==> src/rtl/xlat_pkg.sv <==
package xlat_pkg;

  typedef enum logic [1:0] {
    FLT_NONE = 2'd0,
    FLT_OS   = 2'd1,
    FLT_HV   = 2'd2,
    FLT_MCHK = 2'd3
  } fault_e;

  typedef enum logic [1:0] {
    ST_IDLE = 2'd0,
    ST_LOOK = 2'd1,
    ST_WAIT = 2'd2
  } state_e;

  typedef enum logic [1:0] {
    PATH_DIRECT = 2'd0,
    PATH_RANGE  = 2'd1,
    PATH_LOOK   = 2'd2
  } path_e;

  typedef struct packed {
    logic takeDirect;
    logic takeLook;
    logic finishLook;
  } ctlStrobe_t;

  localparam int unsigned NUM_SIZES = 4;
  localparam logic [2:0] PSZ_4K = 3'd0;

  function automatic int unsigned pszShift(input logic [2:0] code);
    case (code)
      3'd1:    pszShift = 16;
      3'd2:    pszShift = 24;
      3'd3:    pszShift = 34;
      default: pszShift = 12;
    endcase
  endfunction

endpackage

==> src/rtl/xlat_ctrl.sv <==
module xlat_ctrl
  import xlat_pkg::*;
(
  input  logic       clk,
  input  logic       rstN,
  input  logic       reqValid,
  input  path_e      reqPath,
  input  logic       lkReady,
  input  logic       rspValid,
  output logic       reqReady,
  output logic       lkValid,
  output ctlStrobe_t strobe
);

  state_e state, stateNext;

  always_comb begin
    strobe = '0;
    stateNext = state;
    case (state)
      ST_IDLE: begin
        if (reqValid) begin
          if (reqPath == PATH_LOOK) begin
            strobe.takeLook = 1'b1;
            stateNext = ST_LOOK;
          end else begin
            strobe.takeDirect = 1'b1;
          end
        end
      end
      ST_LOOK: if (lkReady) stateNext = ST_WAIT;
      ST_WAIT: begin
        if (rspValid) begin
          strobe.finishLook = 1'b1;
          stateNext = ST_IDLE;
        end
      end
      default: stateNext = ST_IDLE;
    endcase
  end

  always_ff @(posedge clk) begin
    if (!rstN) state <= ST_IDLE;
    else       state <= stateNext;
  end

  assign reqReady = (state == ST_IDLE);
  assign lkValid  = (state == ST_LOOK);

  // a pending lookup is held until accepted
  a_r7_hold_lookup: assert property (@(posedge clk) disable iff (!rstN)
    lkValid && !lkReady |=> lkValid);

  // no new access while a lookup is outstanding
  a_r7_busy_blocks: assert property (@(posedge clk) disable iff (!rstN)
    lkValid |-> !reqReady);

  // accepted lookup access raises lkValid next cycle
  a_r4_look_follows: assert property (@(posedge clk) disable iff (!rstN)
    reqValid && reqReady && reqPath == PATH_LOOK |=> lkValid);

endmodule

==> src/rtl/xlat_dp.sv <==
module xlat_dp
  import xlat_pkg::*;
#(
  parameter int unsigned AW = 48,
  parameter int unsigned VW = 24,
  parameter logic [VW-1:0] VSID_REAL = '1
) (
  input  logic          clk,
  input  logic          rstN,
  input  logic [AW-1:0] reqAddr,
  input  logic          reqStore,
  input  logic          reqXlatOn,
  input  logic [2:0]    reqSegPsz,
  input  logic [VW-1:0] reqSegVsid,
  input  logic          cfgVirtReal,
  input  logic          cfgVirtXlat,
  input  logic          cfgForceSmall,
  input  logic [2:0]    cfgRealPsz,
  input  logic [AW-1:0] cfgRealBase,
  input  logic [AW-1:0] cfgRealLimit,
  input  logic [1:0]    rspCode,
  input  ctlStrobe_t    strobe,
  output path_e         reqPath,
  output logic [VW-1:0] lkVsid,
  output logic [2:0]    lkPsz,
  output logic [AW-1:0] lkAddr,
  output logic          doneValid,
  output logic          physValid,
  output logic [AW-1:0] physAddr,
  output logic [1:0]    fltCode,
  output logic [AW-1:0] hvAddr,
  output logic          hvStore,
  output logic          hvReal
);

  localparam logic [AW-1:0] ALL_ONES = '1;

  logic          isReal;
  logic          inRange;
  logic [2:0]    selPsz;
  logic [VW-1:0] selVsid;
  logic          selVirt;
  logic [AW-1:0] alignCand [NUM_SIZES];
  logic [AW-1:0] selAligned;

  assign isReal  = !reqXlatOn;
  assign inRange = reqAddr < cfgRealLimit;

  always_comb begin
    if (isReal && !inRange)       reqPath = PATH_RANGE;
    else if (isReal && !cfgVirtReal) reqPath = PATH_DIRECT;
    else                          reqPath = PATH_LOOK;
  end

  assign selPsz  = isReal ? cfgRealPsz : (cfgForceSmall ? PSZ_4K : reqSegPsz);
  assign selVsid = isReal ? VSID_REAL : reqSegVsid;
  assign selVirt = isReal ? cfgVirtReal : cfgVirtXlat;

  for (genvar g = 0; g < NUM_SIZES; g++) begin : gAlign
    assign alignCand[g] = reqAddr & (ALL_ONES << pszShift(3'(g)));
  end

  always_comb begin
    case (selPsz)
      3'd1:    selAligned = alignCand[1];
      3'd2:    selAligned = alignCand[2];
      3'd3:    selAligned = alignCand[3];
      default: selAligned = alignCand[0];
    endcase
  end

  // latched lookup context
  logic [AW-1:0] ctxFull;
  logic          ctxStore, ctxReal, ctxVirt;

  always_ff @(posedge clk) begin
    if (!rstN) begin
      lkVsid   <= '0;
      lkPsz    <= '0;
      lkAddr   <= '0;
      ctxFull  <= '0;
      ctxStore <= 1'b0;
      ctxReal  <= 1'b0;
      ctxVirt  <= 1'b0;
    end else if (strobe.takeLook) begin
      lkVsid   <= selVsid;
      lkPsz    <= selPsz;
      lkAddr   <= selAligned;
      ctxFull  <= reqAddr;
      ctxStore <= reqStore;
      ctxReal  <= isReal;
      ctxVirt  <= selVirt;
    end
  end

  // completion outputs
  always_ff @(posedge clk) begin
    if (!rstN) begin
      doneValid <= 1'b0;
      physValid <= 1'b0;
      physAddr  <= '0;
      fltCode   <= FLT_NONE;
      hvAddr    <= '0;
      hvStore   <= 1'b0;
      hvReal    <= 1'b0;
    end else begin
      doneValid <= strobe.takeDirect | strobe.finishLook;
      physValid <= 1'b0;
      fltCode   <= FLT_NONE;
      if (strobe.takeDirect) begin
        if (reqPath == PATH_RANGE) begin
          fltCode <= FLT_MCHK;
        end else begin
          physValid <= 1'b1;
          physAddr  <= cfgRealBase + reqAddr;
        end
      end else if (strobe.finishLook && rspCode != 2'd0) begin
        if (ctxVirt) begin
          fltCode <= FLT_HV;
          hvAddr  <= ctxFull;
          hvStore <= ctxStore;
          hvReal  <= ctxReal;
        end else begin
          fltCode <= FLT_OS;
        end
      end
    end
  end

  // any fault coincides with a completion pulse
  a_r10_fault_with_done: assert property (@(posedge clk) disable iff (!rstN)
    fltCode != FLT_NONE |-> doneValid);

  // a relocated address never carries a fault
  a_r2_phys_clean: assert property (@(posedge clk) disable iff (!rstN)
    physValid |-> (fltCode == FLT_NONE) && doneValid);

  // lookup fields only move when a new lookup is taken
  a_r7_fields_stable: assert property (@(posedge clk) disable iff (!rstN)
    !strobe.takeLook |=> $stable(lkAddr) && $stable(lkVsid) && $stable(lkPsz));

  // holding registers move only with a hypervisor fault
  a_r9_hv_hold: assert property (@(posedge clk) disable iff (!rstN)
    fltCode != FLT_HV |-> $stable(hvAddr) && $stable(hvStore) && $stable(hvReal));

endmodule

==> src/rtl/xlat_route_top.sv <==
module xlat_route_top
  import xlat_pkg::*;
#(
  parameter int unsigned AW = 48,
  parameter int unsigned VW = 24,
  parameter logic [VW-1:0] VSID_REAL = '1
) (
  input  logic          clk,
  input  logic          rstN,
  input  logic          reqValid,
  output logic          reqReady,
  input  logic [AW-1:0] reqAddr,
  input  logic          reqStore,
  input  logic          reqXlatOn,
  input  logic [2:0]    reqSegPsz,
  input  logic [VW-1:0] reqSegVsid,
  input  logic          cfgVirtReal,
  input  logic          cfgVirtXlat,
  input  logic          cfgForceSmall,
  input  logic [2:0]    cfgRealPsz,
  input  logic [AW-1:0] cfgRealBase,
  input  logic [AW-1:0] cfgRealLimit,
  output logic          lkValid,
  input  logic          lkReady,
  output logic [VW-1:0] lkVsid,
  output logic [2:0]    lkPsz,
  output logic [AW-1:0] lkAddr,
  input  logic          rspValid,
  input  logic [1:0]    rspCode,
  output logic          doneValid,
  output logic          physValid,
  output logic [AW-1:0] physAddr,
  output logic [1:0]    fltCode,
  output logic [AW-1:0] hvAddr,
  output logic          hvStore,
  output logic          hvReal
);

  ctlStrobe_t strobe;
  path_e      reqPath;

  xlat_ctrl uCtrl (
    .clk      (clk),
    .rstN     (rstN),
    .reqValid (reqValid),
    .reqPath  (reqPath),
    .lkReady  (lkReady),
    .rspValid (rspValid),
    .reqReady (reqReady),
    .lkValid  (lkValid),
    .strobe   (strobe)
  );

  xlat_dp #(.AW(AW), .VW(VW), .VSID_REAL(VSID_REAL)) uDp (
    .clk           (clk),
    .rstN          (rstN),
    .reqAddr       (reqAddr),
    .reqStore      (reqStore),
    .reqXlatOn     (reqXlatOn),
    .reqSegPsz     (reqSegPsz),
    .reqSegVsid    (reqSegVsid),
    .cfgVirtReal   (cfgVirtReal),
    .cfgVirtXlat   (cfgVirtXlat),
    .cfgForceSmall (cfgForceSmall),
    .cfgRealPsz    (cfgRealPsz),
    .cfgRealBase   (cfgRealBase),
    .cfgRealLimit  (cfgRealLimit),
    .rspCode       (rspCode),
    .strobe        (strobe),
    .reqPath       (reqPath),
    .lkVsid        (lkVsid),
    .lkPsz         (lkPsz),
    .lkAddr        (lkAddr),
    .doneValid     (doneValid),
    .physValid     (physValid),
    .physAddr      (physAddr),
    .fltCode       (fltCode),
    .hvAddr        (hvAddr),
    .hvStore       (hvStore),
    .hvReal        (hvReal)
  );

endmodule

==> config.mk <==
export PLATFORM = sky130hd
export DESIGN_NAME = xlat_route_top
export DESIGN_NICKNAME = d
export VERILOG_FILES = /design/src/rtl/xlat_pkg.sv /design/src/rtl/xlat_ctrl.sv /design/src/rtl/xlat_dp.sv /design/src/rtl/xlat_route_top.sv
export SDC_FILE = /design/constraint.sdc
export NUM_CORES = 1
export LEC_CHECK = 0
export BUFFER_PORTS_ARGS = -buffer_cell sky130_fd_sc_hd__buf_2
export CAP_MARGIN = 20
export CORE_MARGIN = 1
export CORE_UTILIZATION = 25
export DETAILED_ROUTE_END_ITERATION = 8
export GPL_TIMING_DRIVEN = 0
export SYNTH_ARGS = -nofsm -noshare
export SYNTH_HDL_FRONTEND = slang
export SYNTH_SLANG_ARGS = --single-unit
==> constraint.sdc <==
create_clock -name clk -period 7.7 [get_ports clk]
set_clock_uncertainty 0.05 [all_clocks]
set_input_delay 0.77 -clock clk [delete_from_list [all_inputs] [get_ports clk]]
set_output_delay 0.77 -clock clk [all_outputs]
set_load 0.02 [all_outputs]
==> results.cfg <==
[setup_path]
cp.depth = 11
rrSetupSlack_ps = 4770
end_kind = register
cp_num_buf_inv = 2
critPathKind = in -> reg
crit_arrival_ps = 4440
slowest_delay_ps = 760
crit_chain = buf_2 -> ha_1 -> nand4_1 -> nor3_1 -> o31a_1 -> nand3_1 -> o2111a_1 -> o21ai_2 -> clkbuf_1 -> nand2_1 -> a21oi_1
slowest_stage = clkbuf_1
crit_fanout = 10
cpLargestDelayFamily = compound AO/OA/AOI/OAI gates
worstSetupStartpointType = input pin
timing.rr.end = uDp.physAddr[46]$_SDFFE_PN0P_
reg2reg_from = uCtrl.state[1]$_SDFFE_PN0P_
reg2reg_depth = 10
worstPathRequired_ps = 8130

[routing]
vias_per_cell = 4.81
firstDrtPassIters = 5
route.detailed.drc = 0
drt-total-wl_um = 48200
drt_iter0_drc = 728
drtAntennaViolNets = 0
wl_per_cell_um = 19.4
vias = 11900

[synth]
avgSynthCellArea_um2 = 7.74
syn_inst = 1472
synth-compound-area-share = 0.240
synth_edf_count = 0
synthFlopType = dfxtp_1
ys_ff_latch = 204
async_reset_ff_frac = 0
muxShareOfSynthArea = 0.00362
ys_types = 71
ys_warn_count = 0
synth_top_family_by_area = compound AO/OA/AOI/OAI gates
synth_simple_gate_area_frac = 0.203
synthesis.area_mm2 = 0.0114
synthAdderAreaFrac = 0.105
ys_seq_area_frac = 0.358
synth_xor_area_frac = 0.0215

[placed_design]
gp_congestion = 0.892
port_buffers = 352
hpwl_um = 39600

[run]
drv_cap = 0

[global_routing]
track_usage = 0.201
grt_pass1_wl_um = 70800
grt.overflow.total = 0
grt_max_degree = 14
antenna_found_initial = 3
first_global_vias = 11600

[final_layout]
nNetsFinal = 2145
drive_above_1_share = 0.260
final_common_cell = buf_2
fillCellCount = 4784
syn_to_final_growth_pct = 30.7
layout_common_cells = 372 x buf_2, 337 x nand2_1, 222 x a21oi_1, 204 x dfxtp_1, 94 x ha_1

[sta]
tns_ps = 0
hold_violations = 0
rsz0062_at_grt = false
finalSetupViolations = 0
min_period_ps = 4010
slew_viol_final = 0
worst_pin_slew_ps = 947
clock.fmax_mhz = 249
period_share = 0.521
slew_headroom = 0.369

[cts]
h-tree-depth = 1
ctsResizeCount = 0
clock_latency_ps = 560
cts.sinks = 204
cts_root_buf = clkbuf_16
cts_buffer_depth = 3
cts_tree = done
ctsHoldBuffers = 0
cts_setup_buffers = 0
cts.clk_slew.worst_paths_ps = 60
cts_made_buffers = 26

[floorplan]
core-area_mm2 = 0.0446
fp.dieH_um = 215
die-width_um = 215
dieArea_mm2 = 0.0464
start_util = 0.255
row_count = 77
num_io_pins = 365

[min_path]
hold_start = uDp.lkAddr[17]$_SDFFE_PN0P_
hold_class = reg -> reg
hold_path_depth = 2
whs_endpoint = uDp.lkAddr[17]$_SDFFE_PN0P_

[power]
ir_worst_vdd_uv = 165
p_leak_nw = 6.91
power_mw = 3.14
p_per_area_mw_per_mm2 = 211

[status]
status = finished clean
## state kept, by name, indices dropped and copies added (netlist names)
register,flops
uCtrl.state,2
uDp.ctxFull,47
uDp.ctxReal,1
uDp.ctxStore,1
uDp.ctxVirt,1
uDp.doneValid,1
uDp.fltCode,2
uDp.hvAddr,48
uDp.hvReal,1
uDp.hvStore,1
uDp.lkAddr,23
uDp.lkPsz,3
uDp.lkVsid,24
uDp.physAddr,48
uDp.physValid,1
## per-layer routing
layer  track usage  vias up  share of wire
met1         0.252     5595           0.44
met4        0.0591        0          0.025
met2         0.341      367           0.47
li1              -     5899              -
met3        0.0481       62          0.067
met5             0        -              0
## power by group
part,switching [mW],internal [mW],total (mW)
Combinational,0.422,0.239,0.661
Clock,0.522,0.822,1.34
Sequential,0.0275,1.10,1.13
Total,0.971,2.17,3.14
## worst max path at each step
stage / slack [ps] / end / from
after floorplan: 4470 / uDp.physAddr[30]$_SDFFE_PN0P_ / reqAddr[0]
after global placement: 2940 / uDp.ctxFull[45]$_SDFFE_PN0P_ / reqAddr[19]
after detailed placement: 3010 / uDp.ctxFull[45]$_SDFFE_PN0P_ / reqAddr[47]
after CTS: 3590 / uDp.ctxFull[45]$_SDFFE_PN0P_ / reqAddr[47]
after global routing: 3430 / uDp.ctxFull[42]$_SDFFE_PN0P_ / reqAddr[47]
final: 3690 / uDp.ctxFull[45]$_SDFFE_PN0P_ / reqAddr[47]
## tightest hold or removal path: stages, from the launching register on
cell	delay [ps]
dfxtp_1	310
nand2_1	50
a21oi_1	50
## stage by stage
step	hold slack, ps	setup WS (ps)	instance area, um2	std cells	utilization
floorplan	382	4470	11400	1483	-
global placement	387	2940	13900	2427	0.312
detailed placement	391	3010	13900	2428	0.313
CTS	398	3590	14900	2476	0.334
global route	407	3430	14900	2479	0.334
finish	399	3690	14900	2479	0.334
## cell usage after synthesis, drive strengths merged (4+ instances only)
cell | instances | area, um2
nand2 | 337 | 1260
a21oi | 225 | 1140
dfxtp | 204 | 4080
ha | 94 | 1180
inv | 69 | 259
nor2 | 62 | 233
buf | 56 | 340
clkbuf | 49 | 184
nand3 | 47 | 235
a21o | 46 | 345
o21ai | 45 | 233
o221a | 25 | 282
nand4 | 18 | 113
nor3 | 18 | 90.1
xnor2 | 15 | 131
xor2 | 13 | 114
a211oi | 10 | 80.1
o21a | 10 | 75.1
o211ai | 9 | 77.6
o21bai | 9 | 67.6
a31oi | 8 | 50.1
nor4 | 8 | 50.1
or3 | 8 | 50.1
and2 | 6 | 37.5
and3 | 6 | 37.5
nand3b | 6 | 45.0
o31ai | 6 | 50.1
a2111oi | 5 | 51.3
a21boi | 5 | 37.5
nor2b | 5 | 31.3
nand2b | 4 | 25.0
## area by class of cell
type	instances	area, um2	share of cell area
antenna	3	7.51	0.000504
buffer	105	524	0.0352
clock buffer	30	696	0.0467
clock inverter	18	250	0.0168
inverter	70	263	0.0176
multi-input combinational	1104	6560	0.441
sequential	204	4080	0.274
tap	592	741	0.0497
timing repair buffer	353	1770	0.119
## logic make-up (layout without fill, tap and decap cells)
kind of cell    count (synthesis)  after routing
buf+inv                       175            576
mux                             4              4
xor+xnor                       28             28
fa+ha+maj                      95             95
compound gates                429            429
flops                         204            204
simple gates                  536            536
other cells                     1             15
No activity file was read; power rests on OpenSTA's default activity.
